File: config.mk
export PLATFORM = sky130hd
export DESIGN_NAME = pipe_seq_ctrl
export DESIGN_NICKNAME = d
export VERILOG_FILES = /design/src/rtl/pseq_pkg.sv /design/src/rtl/pseq_satcnt.sv /design/src/rtl/pseq_status.sv /design/src/rtl/pseq_slots.sv /design/src/rtl/pipe_seq_ctrl.sv
export SDC_FILE = /design/constraint.sdc
export NUM_CORES = 1
export LEC_CHECK = 0
export ABC_AREA = 0
export BUFFER_PORTS_ARGS = -buffer_cell sky130_fd_sc_hd__buf_2
export CORE_MARGIN = 2
export CORE_UTILIZATION = 30
export CTS_BUF_LIST = sky130_fd_sc_hd__clkbuf_16
export CTS_CLUSTER_SIZE = 25
export DETAILED_ROUTE_END_ITERATION = 12
export PLACE_DENSITY_LB_ADDON = 0.25
export SLEW_MARGIN = 20
export SYNTH_ARGS = -nofsm -noshare
export SYNTH_HDL_FRONTEND = slang
export SYNTH_SLANG_ARGS = --single-unit
File: constraint.sdc
create_clock -name clk -period 3.5 [get_ports clk]
set_clock_uncertainty 0.1 [all_clocks]
set_input_delay 0.7 -clock clk [delete_from_list [all_inputs] [get_ports clk]]
set_output_delay 0.7 -clock clk [all_outputs]
set_load 0.005 [all_outputs]
File: src/rtl/pseq_pkg.sv
// Shared encodings for the pipeline run/stop/halt controller.
// Assumes slot tags and status values are visible at the ports as raw codes.
package pseq_pkg;
    typedef enum logic [1:0] {
        SLOT_EMPTY  = 2'd0,
        SLOT_BUBBLE = 2'd1,
        SLOT_LIVE   = 2'd2
    } slot_t;

    typedef enum logic [1:0] {
        RS_IDLE  = 2'd0,
        RS_RUN   = 2'd1,
        RS_DRAIN = 2'd2,
        RS_HALT  = 2'd3
    } run_t;

    typedef enum logic [2:0] {
        HZ_NONE = 3'd0,
        HZ_RAW  = 3'd1,
        HZ_WAW  = 3'd2,
        HZ_DIV  = 3'd3,
        HZ_FPU  = 3'd4,
        HZ_EXB  = 3'd5
    } hz_t;

    localparam int NUM_STG = 5;
    localparam int S_IF  = 0;
    localparam int S_ID  = 1;
    localparam int S_EX  = 2;
    localparam int S_MEM = 3;
    localparam int S_WB  = 4;

    localparam int NUM_CNT = 7;
    localparam int C_CYC = 0;
    localparam int C_RET = 1;
    // counters 2..6 follow the hazard code order: index = code + 1
    localparam int C_HZ0 = 1;
endpackage

File: src/rtl/pseq_satcnt.sv
// Saturating up-counter. Adds one when inc_i is high, holds at all-ones.
// Assumes inc_i is a single-cycle event per increment.
module pseq_satcnt #(
    parameter int W = 32
) (
    input  logic         clk,
    input  logic         rst_n,
    input  logic         inc_i,
    output logic [W-1:0] q_o
);
    localparam logic [W-1:0] TOP = {W{1'b1}};

    // count up, stop at the ceiling
    always_ff @(posedge clk) begin
        if (!rst_n)                   q_o <= '0;
        else if (inc_i && q_o != TOP) q_o <= q_o + W'(1);
    end


    sat_hold_chk: assert property (@(posedge clk) disable iff (!rst_n)
        (inc_i && q_o == TOP) |=> (q_o == TOP));
endmodule

File: src/rtl/pseq_status.sv
// Run-status machine: idle -> running -> draining -> halted.
// Assumes halt_take_i only pulses while running and drain_done_i only while draining.
module pseq_status
    import pseq_pkg::*;
(
    input  logic clk,
    input  logic rst_n,
    input  logic load_i,
    input  logic step_i,
    input  logic halt_take_i,
    input  logic drain_done_i,
    output run_t status_o,
    output logic step_ok_o,
    output logic step_err_o
);
    // a step is legal only while running or draining
    always_comb step_ok_o = step_i && (status_o == RS_RUN || status_o == RS_DRAIN);

    // status transitions and rejected-step flag
    always_ff @(posedge clk) begin
        if (!rst_n) begin
            status_o   <= RS_IDLE;
            step_err_o <= 1'b0;
        end else begin
            step_err_o <= step_i && !step_ok_o;
            unique case (status_o)
                RS_IDLE:  if (load_i)       status_o <= RS_RUN;
                RS_RUN:   if (halt_take_i)  status_o <= RS_DRAIN;
                RS_DRAIN: if (drain_done_i) status_o <= RS_HALT;
                default:                    status_o <= RS_HALT;
            endcase
        end
    end


    halt_sticky_chk: assert property (@(posedge clk) disable iff (!rst_n)
        (status_o == RS_HALT) |=> (status_o == RS_HALT));

    step_reject_chk: assert property (@(posedge clk) disable iff (!rst_n)
        (step_i && status_o != RS_RUN && status_o != RS_DRAIN) |=> step_err_o);
endmodule

File: src/rtl/pseq_slots.sv
// Stage-slot sequencer and fetch address keeper. All next-slot values are
// derived from the current contents, then committed on one edge.
// Assumes hazard and halt/jump inputs describe the decode slot of this cycle.
module pseq_slots
    import pseq_pkg::*;
#(
    parameter int PC_W = 32
) (
    input  logic                    clk,
    input  logic                    rst_n,
    input  logic                    step_ok_i,
    input  run_t                    status_i,
    input  logic                    halt_dec_i,
    input  logic                    jump_i,
    input  logic [PC_W-1:0]         jump_tgt_i,
    input  hz_t                     hz_i,
    input  logic                    fp_empty_i,
    input  logic                    term_wb_i,
    output logic [NUM_STG-1:0][1:0] tags_o,
    output logic [PC_W-1:0]         pc_o,
    output logic [PC_W-1:0]         prev_pc_o,
    output logic                    fetch_en_o,
    output logic [PC_W-1:0]         fetch_pc_o,
    output logic                    pc_sel_o,
    output logic                    id_bubble_o,
    output logic                    ex_bubble_o,
    output logic                    wb_commit_o,
    output logic                    halt_take_o,
    output logic                    drain_done_o,
    output logic [NUM_CNT-1:0]      inc_o
);
    localparam logic [PC_W-1:0] PC_STEP = PC_W'(4);

    slot_t slot_q [NUM_STG];
    slot_t slot_d [NUM_STG];
    logic  stall_act, jump_take;

    // decide this step's events from current slot contents
    always_comb begin
        stall_act    = step_ok_i && hz_i != HZ_NONE && slot_q[S_ID] == SLOT_LIVE;
        halt_take_o  = step_ok_i && status_i == RS_RUN && halt_dec_i
                       && slot_q[S_ID] == SLOT_LIVE && !stall_act;
        jump_take    = step_ok_i && status_i == RS_RUN && jump_i && !halt_dec_i
                       && slot_q[S_ID] == SLOT_LIVE && !stall_act;
        fetch_en_o   = step_ok_i && status_i == RS_RUN && !halt_take_o && !stall_act;
        pc_sel_o     = jump_take;
        fetch_pc_o   = jump_take ? jump_tgt_i : pc_o;
        drain_done_o = step_ok_i && status_i == RS_DRAIN && fp_empty_i
                       && slot_q[S_WB]  != SLOT_EMPTY
                       && slot_q[S_ID]  != SLOT_LIVE
                       && slot_q[S_EX]  != SLOT_LIVE
                       && slot_q[S_MEM] != SLOT_LIVE;
        wb_commit_o  = step_ok_i && slot_q[S_WB] == SLOT_LIVE
                       && !(term_wb_i && (!fp_empty_i || slot_q[S_MEM] == SLOT_LIVE));
        ex_bubble_o  = stall_act && hz_i != HZ_EXB;
        id_bubble_o  = step_ok_i && !stall_act && (jump_take || !fetch_en_o);
    end

    // statistics increment strobes
    always_comb begin
        inc_o        = '0;
        inc_o[C_CYC] = step_ok_i;
        inc_o[C_RET] = step_ok_i && slot_q[S_WB] == SLOT_LIVE;
        for (int k = 1; k < NUM_CNT - C_HZ0; k++)
            inc_o[C_HZ0 + k] = stall_act && hz_i == hz_t'(k);
    end

    // next slot contents
    always_comb begin
        for (int s = 0; s < NUM_STG; s++) slot_d[s] = slot_q[s];
        if (step_ok_i) begin
            slot_d[S_WB]  = slot_q[S_MEM];
            slot_d[S_MEM] = slot_q[S_EX];
            if (stall_act) begin
                slot_d[S_EX] = (hz_i == HZ_EXB) ? SLOT_EMPTY : SLOT_BUBBLE;
            end else begin
                slot_d[S_EX] = slot_q[S_ID];
                if (fetch_en_o) begin
                    slot_d[S_ID] = jump_take ? SLOT_BUBBLE : slot_q[S_IF];
                    slot_d[S_IF] = SLOT_LIVE;
                end else begin
                    slot_d[S_ID] = SLOT_BUBBLE;
                end
            end
        end
    end

    // commit slots and fetch addresses
    always_ff @(posedge clk) begin
        if (!rst_n) begin
            for (int s = 0; s < NUM_STG; s++) slot_q[s] <= SLOT_EMPTY;
            pc_o      <= '0;
            prev_pc_o <= '0;
        end else begin
            for (int s = 0; s < NUM_STG; s++) slot_q[s] <= slot_d[s];
            if (fetch_en_o) begin
                prev_pc_o <= fetch_pc_o;
                pc_o      <= fetch_pc_o + PC_STEP;
            end
        end
    end

    generate
        for (genvar g = 0; g < NUM_STG; g++) begin : g_tag
            assign tags_o[g] = slot_q[g];
        end
    endgenerate


    stall_hold_chk: assert property (@(posedge clk) disable iff (!rst_n)
        stall_act |=> (slot_q[S_ID] == $past(slot_q[S_ID]) && pc_o == $past(pc_o)));

    jump_load_chk: assert property (@(posedge clk) disable iff (!rst_n)
        jump_take |=> (slot_q[S_ID] == SLOT_BUBBLE && prev_pc_o == $past(jump_tgt_i)));

    fetch_run_chk: assert property (@(posedge clk) disable iff (!rst_n)
        fetch_en_o |-> (status_i == RS_RUN));

    drain_bubble_chk: assert property (@(posedge clk) disable iff (!rst_n)
        (step_ok_i && status_i == RS_DRAIN) |=> (slot_q[S_ID] == SLOT_BUBBLE));
endmodule

File: src/rtl/pipe_seq_ctrl.sv
// Top of the pipeline run/stop/halt controller: status machine, slot
// sequencer and a bank of saturating statistics counters.
// Assumes step_i is the only thing that advances the pipeline.
module pipe_seq_ctrl
    import pseq_pkg::*;
#(
    parameter int PC_W  = 32,
    parameter int CNT_W = 32
) (
    input  logic             clk,
    input  logic             rst_n,
    input  logic             load_i,
    input  logic             step_i,
    input  logic             halt_dec_i,
    input  logic             jump_i,
    input  logic [PC_W-1:0]  jump_tgt_i,
    input  logic [2:0]       hazard_i,
    input  logic             fp_empty_i,
    input  logic             term_wb_i,
    output logic [1:0]       status_o,
    output logic             halted_o,
    output logic             step_err_o,
    output logic             fetch_en_o,
    output logic [PC_W-1:0]  fetch_pc_o,
    output logic             pc_sel_o,
    output logic [PC_W-1:0]  pc_o,
    output logic [PC_W-1:0]  prev_pc_o,
    output logic             id_bubble_o,
    output logic             ex_bubble_o,
    output logic             wb_commit_o,
    output logic [1:0]       if_tag_o,
    output logic [1:0]       id_tag_o,
    output logic [1:0]       ex_tag_o,
    output logic [1:0]       mem_tag_o,
    output logic [1:0]       wb_tag_o,
    output logic [CNT_W-1:0] cnt_cycle_o,
    output logic [CNT_W-1:0] cnt_retire_o,
    output logic [CNT_W-1:0] cnt_raw_o,
    output logic [CNT_W-1:0] cnt_waw_o,
    output logic [CNT_W-1:0] cnt_div_o,
    output logic [CNT_W-1:0] cnt_fpu_o,
    output logic [CNT_W-1:0] cnt_exb_o
);
    run_t                          status;
    logic                          step_ok, halt_take, drain_done;
    logic [NUM_STG-1:0][1:0]       tags;
    logic [NUM_CNT-1:0]            inc;
    logic [NUM_CNT-1:0][CNT_W-1:0] cnt;

    pseq_status u_status (
        .clk          (clk),
        .rst_n        (rst_n),
        .load_i       (load_i),
        .step_i       (step_i),
        .halt_take_i  (halt_take),
        .drain_done_i (drain_done),
        .status_o     (status),
        .step_ok_o    (step_ok),
        .step_err_o   (step_err_o)
    );

    pseq_slots #(.PC_W(PC_W)) u_slots (
        .clk          (clk),
        .rst_n        (rst_n),
        .step_ok_i    (step_ok),
        .status_i     (status),
        .halt_dec_i   (halt_dec_i),
        .jump_i       (jump_i),
        .jump_tgt_i   (jump_tgt_i),
        .hz_i         (hz_t'(hazard_i)),
        .fp_empty_i   (fp_empty_i),
        .term_wb_i    (term_wb_i),
        .tags_o       (tags),
        .pc_o         (pc_o),
        .prev_pc_o    (prev_pc_o),
        .fetch_en_o   (fetch_en_o),
        .fetch_pc_o   (fetch_pc_o),
        .pc_sel_o     (pc_sel_o),
        .id_bubble_o  (id_bubble_o),
        .ex_bubble_o  (ex_bubble_o),
        .wb_commit_o  (wb_commit_o),
        .halt_take_o  (halt_take),
        .drain_done_o (drain_done),
        .inc_o        (inc)
    );

    generate
        for (genvar c = 0; c < NUM_CNT; c++) begin : g_cnt
            pseq_satcnt #(.W(CNT_W)) u_cnt (
                .clk   (clk),
                .rst_n (rst_n),
                .inc_i (inc[c]),
                .q_o   (cnt[c])
            );
        end
    endgenerate

    // port mapping of status, tags and counters
    always_comb begin
        status_o     = status;
        halted_o     = (status == RS_HALT);
        if_tag_o     = tags[S_IF];
        id_tag_o     = tags[S_ID];
        ex_tag_o     = tags[S_EX];
        mem_tag_o    = tags[S_MEM];
        wb_tag_o     = tags[S_WB];
        cnt_cycle_o  = cnt[C_CYC];
        cnt_retire_o = cnt[C_RET];
        cnt_raw_o    = cnt[C_HZ0 + 1];
        cnt_waw_o    = cnt[C_HZ0 + 2];
        cnt_div_o    = cnt[C_HZ0 + 3];
        cnt_fpu_o    = cnt[C_HZ0 + 4];
        cnt_exb_o    = cnt[C_HZ0 + 5];
    end


    drain_gate_chk: assert property (@(posedge clk) disable iff (!rst_n)
        (status == RS_DRAIN && !fp_empty_i) |=> (status != RS_HALT));
endmodule

==> results of run 1 <==
==> state kept, by name (all words and copies together) (netlist names) <==
name / cells
g_cnt.u_cnt.q_o: 224
u_slots.slot_q: 9
u_status.status_o: 2
u_slots.prev_pc_o: 32
u_status.step_err_o: 1
u_slots.pc_o: 30
==> routing by layer <==
metal  routed length (µm)  GRT usage [%]  share of wire, %
met1                21100           23.0                43
met2                23200           31.0                48
met3                 3140           4.56               6.4
met4                 1250           5.83               2.6
met5                    0              0                 0
==> logic make-up (layout without fill, tap and decap cells) <==
kind of cell	Yosys count	after routing	synth area share [%]
XOR/XNOR	190	190	11.4
other	1	1	0.0257
buffers and inverters	125	538	3.82
multiplexers	36	36	2.59
flip-flops	298	298	40.8
AND/OR/NAND/NOR	914	914	31.8
adder cells (fa/ha/maj)	13	13	1.11
AO/OA/AOI/OAI	193	193	8.43
==> cells in the mapped netlist, drive strengths merged, types with 31 or more instances <==
cell type,instances
a21oi,68
and3,49
clkbuf,66
dfxtp,298
inv,40
nand2,146
nand3,140
nand4,77
nor2,260
nor3,66
nor4,31
o21ai,42
or3,40
xnor2,105
xor2,85
==> power breakdown <==
| part | switching [mW] | leakage (nW) | internal, mW |
|---|---|---|---|
| Clock | 1.50 | 0.577 | 2.07 |
| Sequential | 0.0743 | 2.40 | 3.48 |
| Combinational | 0.494 | 4.67 | 0.265 |
==> path summary, 6_finish.rpt <==
kind | endpoint | slack (ns) | start
worst min register to register | u_slots.prev_pc_o[23]$_SDFFE_PN0P_ | 0.36 | u_slots.prev_pc_o[23]$_SDFFE_PN0P_
worst max-delay path | fetch_pc_o[13] | 0.1 | u_status.status_o[0]$_SDFFE_PN0P_
worst max register to register | u_slots.pc_o[26]$_SDFFE_PN0P_ | 0.59 | u_status.status_o[0]$_SDFFE_PN0P_
worst min-delay path | u_slots.prev_pc_o[1]$_SDFFE_PN0P_ | 0.33 | jump_tgt_i[1]
==> through the flow <==
step | setup slack [ns] | total power [mW] | instances | hold WS [ns]
CTS | 0.0124 | 8.01 | 2794 | 0.293
global route | 0.0214 | 8.24 | 2798 | 0.319
detailed placement | 0.134 | 4.37 | 2733 | 0.353
floorplan | 0.00789 | 4.04 | 1770 | 0.353
finish | 0.0993 | 7.89 | 2798 | 0.329
global placement | 0.184 | 4.36 | 2733 | 0.352
==> worst max-delay path, delay by kind of cell, from the launching register on <==
kind	cells	cell delay, ns
buf+inv	4	0.47
mux	1	0.38
flops	1	0.36
compound gates	1	0.56
fa+ha+maj	1	0.27
==> timing repair <==
action                                  CTS  global route
buffers inserted                          0             2
gates resized for setup                   5             8
pin swaps                                 0             1
endpoints found under the setup margin   27            26
cloned                                    0             2
==> layout make-up <==
cell class | instances | area, µm²
fillers | 4981 | 29400
multi-input cells | 1347 | 8140
repair buffers | 435 | 2430
flip-flops and latches | 298 | 5970
clock buffers | 37 | 926
well taps | 615 | 769
inverters | 42 | 178
clock inverters | 24 | 176
==> impl_metrics.env, run 1 <==
export IMPL_status="complete, no violations"
export IMPL_avgSynthCellArea_um2=8.26
export IMPL_synth_cell_types=78
export IMPL_drive_above_1_share_pct=24.2
export IMPL_gp_congestion=0.888
export IMPL_syn_inst=1770
export IMPL_hold_depth=3
export IMPL_setup_viol=0
export IMPL_yosys_area_top_type="dfxtp_1"
export IMPL_tightestPinTransition_ns=0.861
export IMPL_drc_errors=0
export IMPL_final_cell_mix="buf_2, dfxtp_1, nor2_1"
export IMPL_cts_buffer_depth=3
export IMPL_final_cell_area_mm2=0.0186
export IMPL_timing_setup_tns_ns=0
export IMPL_async_reset_ff_share_pct=0
export IMPL_cts_made_buffers=37
export IMPL_synth_area_leaders="dfxtp_1, nor2_1, xnor2_1"
export IMPL_cap_viol_max_count=0
export IMPL_cp_max_fo=9
export IMPL_vias=14400
export IMPL_rows=80
export IMPL_boundaryPins=382
export IMPL_leakagePower_nw=7.65
export IMPL_fp_dieW_um=225
export IMPL_routed_via_density=5.13
export IMPL_synth_fp_nets=1826
export IMPL_r2r_cells=9
export IMPL_grt_pass1_vias=13300
export IMPL_netlist_area_mm2=0.0146
export IMPL_antennaDiodeCount=0
export IMPL_critPathMaxStageDelay_ns=0.56
export IMPL_clock_latency_ns=0.55
export IMPL_firstDrtPassIters=5
export IMPL_synth_edf_count=0
export IMPL_overflow=0
export IMPL_port_buffers=380
export IMPL_fin_util_pct=38.8
export IMPL_grt_start_max_net_pins=91
export IMPL_cts_tree="built"
export IMPL_synth_main_ff_cell="dfxtp_1"
export IMPL_worst_ep_required_time_ns=2.70
export IMPL_cts_clk_slew_worst_paths_ns=0.06
export IMPL_synth_top_cell_area_share_pct=40.8
export IMPL_startpoint_type="flip-flop"
export IMPL_max_slew_margin_pct=42.2
export IMPL_antenna_found_initial=1
export IMPL_wl_per_cell_um=17.4
export IMPL_worstSetupPathType="reg -> out"
export IMPL_slowest_stage="a2111o_4"
export IMPL_cp_arrival_ns=2.60
export IMPL_root_buffer="clkbuf_16"
export IMPL_initial_utilization_pct=30.5
export IMPL_crit_chain="inv_2 > ha_4 > a2111o_4 > clkinv_8 > buf_12 > mux2_2 > buf_2"
export IMPL_powerDensity_mw_per_mm2=424
export IMPL_hpwl_um=35800
export IMPL_peakVddDrop_mv=0.264
export IMPL_grt_usage_pct=18.4
export IMPL_fin_crit_ns=3.40
export IMPL_die_area_mm2=0.0505
export IMPL_drv_slew=0
export IMPL_fp_dieH_um=225
export IMPL_dr_first_iter_drc_count=743
export IMPL_drtAntennaViolNets=0
export IMPL_htreeDepth=2
export IMPL_min_period_over_period_pct=97.2
export IMPL_yosysSeqAreaShare_pct=40.8
export IMPL_area_growth_pct=27.2
export IMPL_hold_buffers=0
export IMPL_synth_yosys_warnings=0
export IMPL_grt_first_pass_wirelength_um=75000
export IMPL_hold_viol=0
export IMPL_hp_class="in -> reg"
export IMPL_rsz0062_at_grt="false"
export IMPL_drt_total_wl_um=48600
export IMPL_final_common_cell="buf_2"
export IMPL_cts_sinks=298
export IMPL_core_area_mm2=0.0479
export IMPL_cp_end_kind="primary output"
export IMPL_ys_seq_elements=298
export IMPL_timing_fmax_mhz=294
export IMPL_post_dp_cell_area_mm2=0.0174
export IMPL_num_nets_final=2217
No activity file was read; power rests on OpenSTA's default activity.
==> run 2: changes to the inputs <==
Settings changed: BUFFER_PORTS_ARGS -buffer_cell sky130_fd_sc_hd__buf_2 to unset, DONT_BUFFER_PORTS set to 1, SKIP_LAST_GASP set to 1.
==> run 2 against run 1 <==
  * Cell count decreased by 13%
  * Count of clock-buffer cells in the layout up 2
  * Fmax decreased by 0.99%
  * Total power up 0.69%
  * Register-to-register slack worse by 0.10 ns
  * Clock power increased by 5%
  * Flip-flop and latch count is the same
  * Hold slack worse by 0.14 ns
  * Global-route usage shrank 0.37 points
  * First-iteration DRC count increased by 5.9%
  * Combinational power fell by 22%
  * Critical path type unchanged
  * Critical endpoint unchanged
==> impl_metrics.env, run 2 (same netlist as run 1, synthesis figures left out) <==
export IMPL_hpwl_um=35000
export IMPL_initial_utilization_pct=30.5
export IMPL_hold_buffers=0
export IMPL_boundaryPins=382
export IMPL_regMostFlops="g_cnt.u_cnt.q_o"
export IMPL_antenna_found_initial=1
export IMPL_cp_max_fo=16
export IMPL_htreeDepth=2
export IMPL_cts_buffer_depth=3
export IMPL_fillCellCount=4966
export IMPL_grt_first_pass_wirelength_um=71800
export IMPL_cp_arrival_ns=2.63
export IMPL_vias=12900
export IMPL_gp_congestion=0.852
export IMPL_cp_end_kind="primary output"
export IMPL_cts_clk_slew_worst_paths_ns=0.06
export IMPL_cap_viol_max_count=0
export IMPL_rows=80
export IMPL_slowest_stage="a2111o_4"
export IMPL_routed_via_density=5.33
export IMPL_multi_input_area_mm2=0.00817
export IMPL_grt_start_max_net_pins=134
export IMPL_setup_viol=0
export IMPL_hp_class="in -> reg"
export IMPL_area_growth_pct=14.3
export IMPL_cts_sinks=298
export IMPL_port_buffers=0
export IMPL_antennaDiodeCount=0
export IMPL_fin_crit_ns=3.43
export IMPL_drive_above_1_share_pct=8.47
export IMPL_peakVddDrop_mv=0.279
export IMPL_p_total_mw=7.94
export IMPL_grt_pass1_vias=11900
export IMPL_dr_first_iter_drc_count=787
export IMPL_status="complete, no violations"
export IMPL_core_area_mm2=0.0479
export IMPL_drc_errors=0
export IMPL_firstDrtPassIters=7
export IMPL_cts_tree="built"
export IMPL_final_cell_mix="dfxtp_1, nor2_1, nand2_1"
export IMPL_rsz0062_at_grt="true"
export IMPL_crit_chain="inv_1 > ha_1 > a2111o_4 > clkinv_4 > buf_8 > mux2_2"
export IMPL_fin_util_pct=34.8
export IMPL_grt_usage_pct=18.0
export IMPL_regArea_mm2=0.00597
export IMPL_timing_fmax_mhz=291
export IMPL_drtAntennaViolNets=0
export IMPL_startpoint_type="flip-flop"
export IMPL_cts_made_buffers=38
export IMPL_die_area_mm2=0.0505
export IMPL_largest_reg_flops=224
export IMPL_timing_setup_tns_ns=0
export IMPL_root_buffer="clkbuf_16"
export IMPL_final_common_cell="dfxtp_1"
export IMPL_hold_viol=0
export IMPL_powerDensity_mw_per_mm2=475
export IMPL_critPathMaxStageDelay_ns=0.53
export IMPL_worstSetupPathType="reg -> out"
export IMPL_drt_total_wl_um=47600
export IMPL_min_period_over_period_pct=98.1
export IMPL_worst_ep_required_time_ns=2.70
export IMPL_overflow=0
export IMPL_num_nets_final=1838
export IMPL_wl_per_cell_um=19.7
export IMPL_clock_latency_ns=0.54
export IMPL_fp_dieW_um=225
export IMPL_leakagePower_nw=5.62
export IMPL_drv_slew=0
export IMPL_max_slew_margin_pct=41.1
export IMPL_tightestPinTransition_ns=0.875
export IMPL_post_cts_buffers=0
export IMPL_top_regs="g_cnt.u_cnt.q_o: 224 flops, u_slots.prev_pc_o: 32 flops, u_slots.pc_o: 30 flops"
export IMPL_fp_dieH_um=225
-- run 2: cell types whose count changed in the layout (fill, tap and decap cells not counted), sizes merged --
cell / before / now
clkinv: 12 / 14
inv: 52 / 50
bufinv: 2 / 3
buf: 433 / 55
clkinvlp: 0 / 1
-- run 2: repair_timing --
| item | CTS | global route |
|---|---|---|
| gates resized for setup | 5 | 13 |
| pin swaps | 1 | 0 |
| setup endpoints to repair | 29 | 18 |
-- run 2: final timing paths --
path | endpoint | cells past startpoint | startpoint | slack (ns)
min | u_status.step_err_o$_SDFF_PN0_ | 2 | step_i | 0.19
max | fetch_pc_o[13] | 6 | u_status.status_o[0]$_SDFFE_PN0P_ | 0.07
min reg2reg | u_slots.prev_pc_o[3]$_SDFFE_PN0P_ | 2 | u_slots.prev_pc_o[3]$_SDFFE_PN0P_ | 0.38
max reg2reg | g_cnt[4].u_cnt.q_o[29]$_SDFFE_PN0P_ | 9 | u_status.status_o[0]$_SDFFE_PN0P_ | 0.49
-- run 2: area by class of cell --
type	instances	share of cell area, %
inverters	42	1.03
multi-input cells	1347	48.9
clock inverters	26	1.15
well taps	615	4.61
repair buffers	55	2.74
clock buffers	39	5.84
flip-flops and latches	298	35.7
-- run 2: critical path: cells and delay by family, from the launching register on --
family | cells | cell delay [ns]
adders and majority gates | 1 | 0.35
muxes | 1 | 0.41
AOI/OAI and AO/OA | 1 | 0.53
DFF | 1 | 0.39
buffers and inverters | 3 | 0.41
-- run 2: per-layer routing --
| layer | routed length (µm) | up-vias | track usage, % |
|---|---|---|---|
| met1 | 19400 | 6167 | 21.3 |
| met5 | 0 | - | 0 |
| met2 | 22800 | 392 | 30.3 |
| li1 | - | 6282 | - |
| met3 | 4200 | 66 | 6.52 |
| met4 | 1210 | 0 | 5.70 |
-- run 2: per-stage QoR --
stage	hold WS (ns)	instances	setup WS (ns)	cell area, µm²
after floorplan	0.353	1770	0.00789	14600
final	0.187	2422	0.0654	16700
after global placement	0.361	2357	0.280	15500
after detailed placement	0.375	2357	0.268	15500
after CTS	0.148	2422	0.0225	16700
after global routing	0.155	2422	-0.0333	16700
-- run 2: power breakdown --
group / switching, mW / internal (mW) / total, mW
registers: 0.115 / 3.48 / 3.60
logic: 0.398 / 0.193 / 0.591
clock network: 1.53 / 2.22 / 3.75
==> run 3: changes to the inputs <==
Settings changed: CORE_UTILIZATION 30 to 37.
==> run 3 against run 2 <==
  * Cell area decreased by 0.66%
  * Sequential power about the same
  * Flip-flop and latch count unchanged
  * Global-route usage increased by 3.1 points
  * Register-to-register slack got worse by 0.04 ns
  * Critical endpoint unchanged
  * Count of clock-buffer cells in the layout decreased by 2
  * Largest cell class unchanged
  * Fmax increased by 0.77%
  * First-iteration DRC count decreased by 5.3%
==> impl_metrics.env, run 3 (same netlist as run 1, synthesis figures left out) <==
export IMPL_slowest_stage="a2111o_4"
export IMPL_critical_path_top_delay_family="compound AO/OA/AOI/OAI gates"
export IMPL_leakagePower_nw=5.62
export IMPL_cts_made_buffers=36
export IMPL_hold_depth=2
export IMPL_wl_per_cell_um=19.4
export IMPL_dr_first_iter_drc_count=745
export IMPL_overflow=0
export IMPL_drc_errors=0
export IMPL_root_buffer="clkbuf_16"
export IMPL_antenna_found_initial=0
export IMPL_critPathMaxStageDelay_ns=0.53
export IMPL_fin_crit_ns=3.41
export IMPL_routed_via_density=5.52
export IMPL_num_nets_final=1835
export IMPL_rr_endpoint="u_slots.pc_o[26]$_SDFFE_PN0P_"
export IMPL_hp_class="in -> reg"
export IMPL_hold_buffers=0
export IMPL_min_to="u_status.step_err_o$_SDFF_PN0_"
export IMPL_firstDrtPassIters=5
export IMPL_tightestPinTransition_ns=0.990
export IMPL_htreeDepth=2
export IMPL_regMostFlops="g_cnt.u_cnt.q_o"
export IMPL_r2r_cells=11
export IMPL_fp_dieW_um=203
export IMPL_startpoint_type="flip-flop"
export IMPL_dp_cells=2258
export IMPL_antennaDiodeCount=0
export IMPL_rows=72
export IMPL_core_area_mm2=0.0388
export IMPL_cap_viol_max_count=0
export IMPL_grt_first_pass_wirelength_um=69700
export IMPL_cts_sinks=298
export IMPL_port_buffers=0
export IMPL_setup_viol=0
export IMPL_area_growth_pct=13.5
export IMPL_hold_viol=0
export IMPL_r2r_start="u_status.status_o[0]$_SDFFE_PN0P_"
export IMPL_largest_reg_flops=224
export IMPL_drt_total_wl_um=45100
export IMPL_final_cell_mix="dfxtp_1, nor2_1, nand2_1"
export IMPL_vias=12800
export IMPL_gp_congestion=0.911
export IMPL_timing_setup_tns_ns=0
export IMPL_drtAntennaViolNets=0
export IMPL_powerDensity_mw_per_mm2=475
export IMPL_initial_utilization_pct=37.6
export IMPL_die_area_mm2=0.0411
export IMPL_grt_pass1_vias=12000
export IMPL_clock_latency_ns=0.55
export IMPL_timing_fmax_mhz=293
export IMPL_boundaryPins=382
export IMPL_cts_tree="built"
export IMPL_worstSetupPathType="reg -> out"
export IMPL_drv_slew=0
export IMPL_cp_arrival_ns=2.61
export IMPL_instances_no_fill=2323
export IMPL_cts_clk_slew_worst_paths_ns=0.06
export IMPL_final_common_cell="dfxtp_1"
export IMPL_grt_usage_pct=21.1
export IMPL_status="complete, no violations"
export IMPL_min_period_over_period_pct=97.4
export IMPL_path_buf_inv=3
export IMPL_grt_start_max_net_pins=161
export IMPL_top_regs="g_cnt.u_cnt.q_o: 224 flops, u_slots.prev_pc_o: 32 flops, u_slots.pc_o: 30 flops"
export IMPL_peakVddDrop_mv=0.335
export IMPL_cp_max_fo=13
export IMPL_min_from="step_i"
export IMPL_cp_end_kind="primary output"
export IMPL_hpwl_um=32800
export IMPL_drive_above_1_share_pct=8.53
export IMPL_r2r_slack_ns=0.45
export IMPL_worst_ep_required_time_ns=2.70
export IMPL_crit_chain="inv_1 > ha_1 > a2111o_4 > clkinv_8 > buf_12 > mux2_2"
export IMPL_cts_buffer_depth=3
export IMPL_fp_dieH_um=203
export IMPL_max_slew_margin_pct=34.0
run 3: area by class of cell:
| cell class | instances | area, µm² |
|---|---|---|
| multi-input cells | 1347 | 8170 |
| clock buffers | 37 | 926 |
| inverters | 42 | 178 |
| repair buffers | 54 | 468 |
| fillers | 3909 | 22200 |
| well taps | 518 | 648 |
| flip-flops and latches | 298 | 5970 |
| clock inverters | 27 | 234 |
run 3: per-stage QoR:
stage                     util, %  power, mW  hold slack [ns]  setup WS [ns]  instance area [µm²]
final                        42.7       7.89            0.174         0.0917                16600
after CTS                    42.5       8.01            0.137        -0.0333                16500
after floorplan                 -       4.04            0.353        0.00789                14600
after global placement       39.5       4.24            0.362          0.221                15300
after global routing         42.7       8.21            0.150       -0.00349                16600
after detailed placement     39.5       4.25            0.376          0.224                15300
run 3: worst max-delay path by stage:
stage               slack (ns)  depth (start not counted)                             to                               from
floorplan                0.008                         14  u_slots.pc_o[26]$_SDFFE_PN0P_                        hazard_i[1]
global placement          0.22                         10  u_slots.pc_o[26]$_SDFFE_PN0P_                        hazard_i[1]
detailed placement        0.22                         10  u_slots.pc_o[26]$_SDFFE_PN0P_                        hazard_i[1]
CTS                      -0.03                          6                 fetch_pc_o[10]  u_status.status_o[0]$_SDFFE_PN0P_
finish                    0.09                          6                 fetch_pc_o[13]  u_status.status_o[0]$_SDFFE_PN0P_
global route            -0.003                          6                 fetch_pc_o[13]  u_status.status_o[0]$_SDFFE_PN0P_
run 3: power by group:
part	switching, mW	internal, mW	total (mW)
sequential	0.113	3.48	3.60
combinational	0.383	0.194	0.577
clock	1.50	2.22	3.71
total	2.00	5.89	7.89
run 3: worst register-to-register path, delay by kind of cell (launching register included):
family	cells	cell delay [ns]
AO/OA/AOI/OAI	2	0.78
AND/OR/NAND/NOR	5	0.77
adder cells (fa/ha/maj)	2	0.57
flip-flops	1	0.38
buffers and inverters	2	0.35
run 3: metal layers:
metal / up-vias / global-route usage [%] / part of all wire (%)
met5: - / 0 / 0
met4: 0 / 8.65 / 3.8
met3: 86 / 6.90 / 8.2
met2: 397 / 34.8 / 47
met1: 6056 / 25.3 / 41
li1: 6293 / - / -
run 3: what timing repair did:
action,4_1_cts,5_1_grt
cloned,0,1
pin swaps,0,1
gates resized for setup,7,11
setup endpoints to repair,21,21
hold endpoints to repair,0,0
setup buffers,0,0
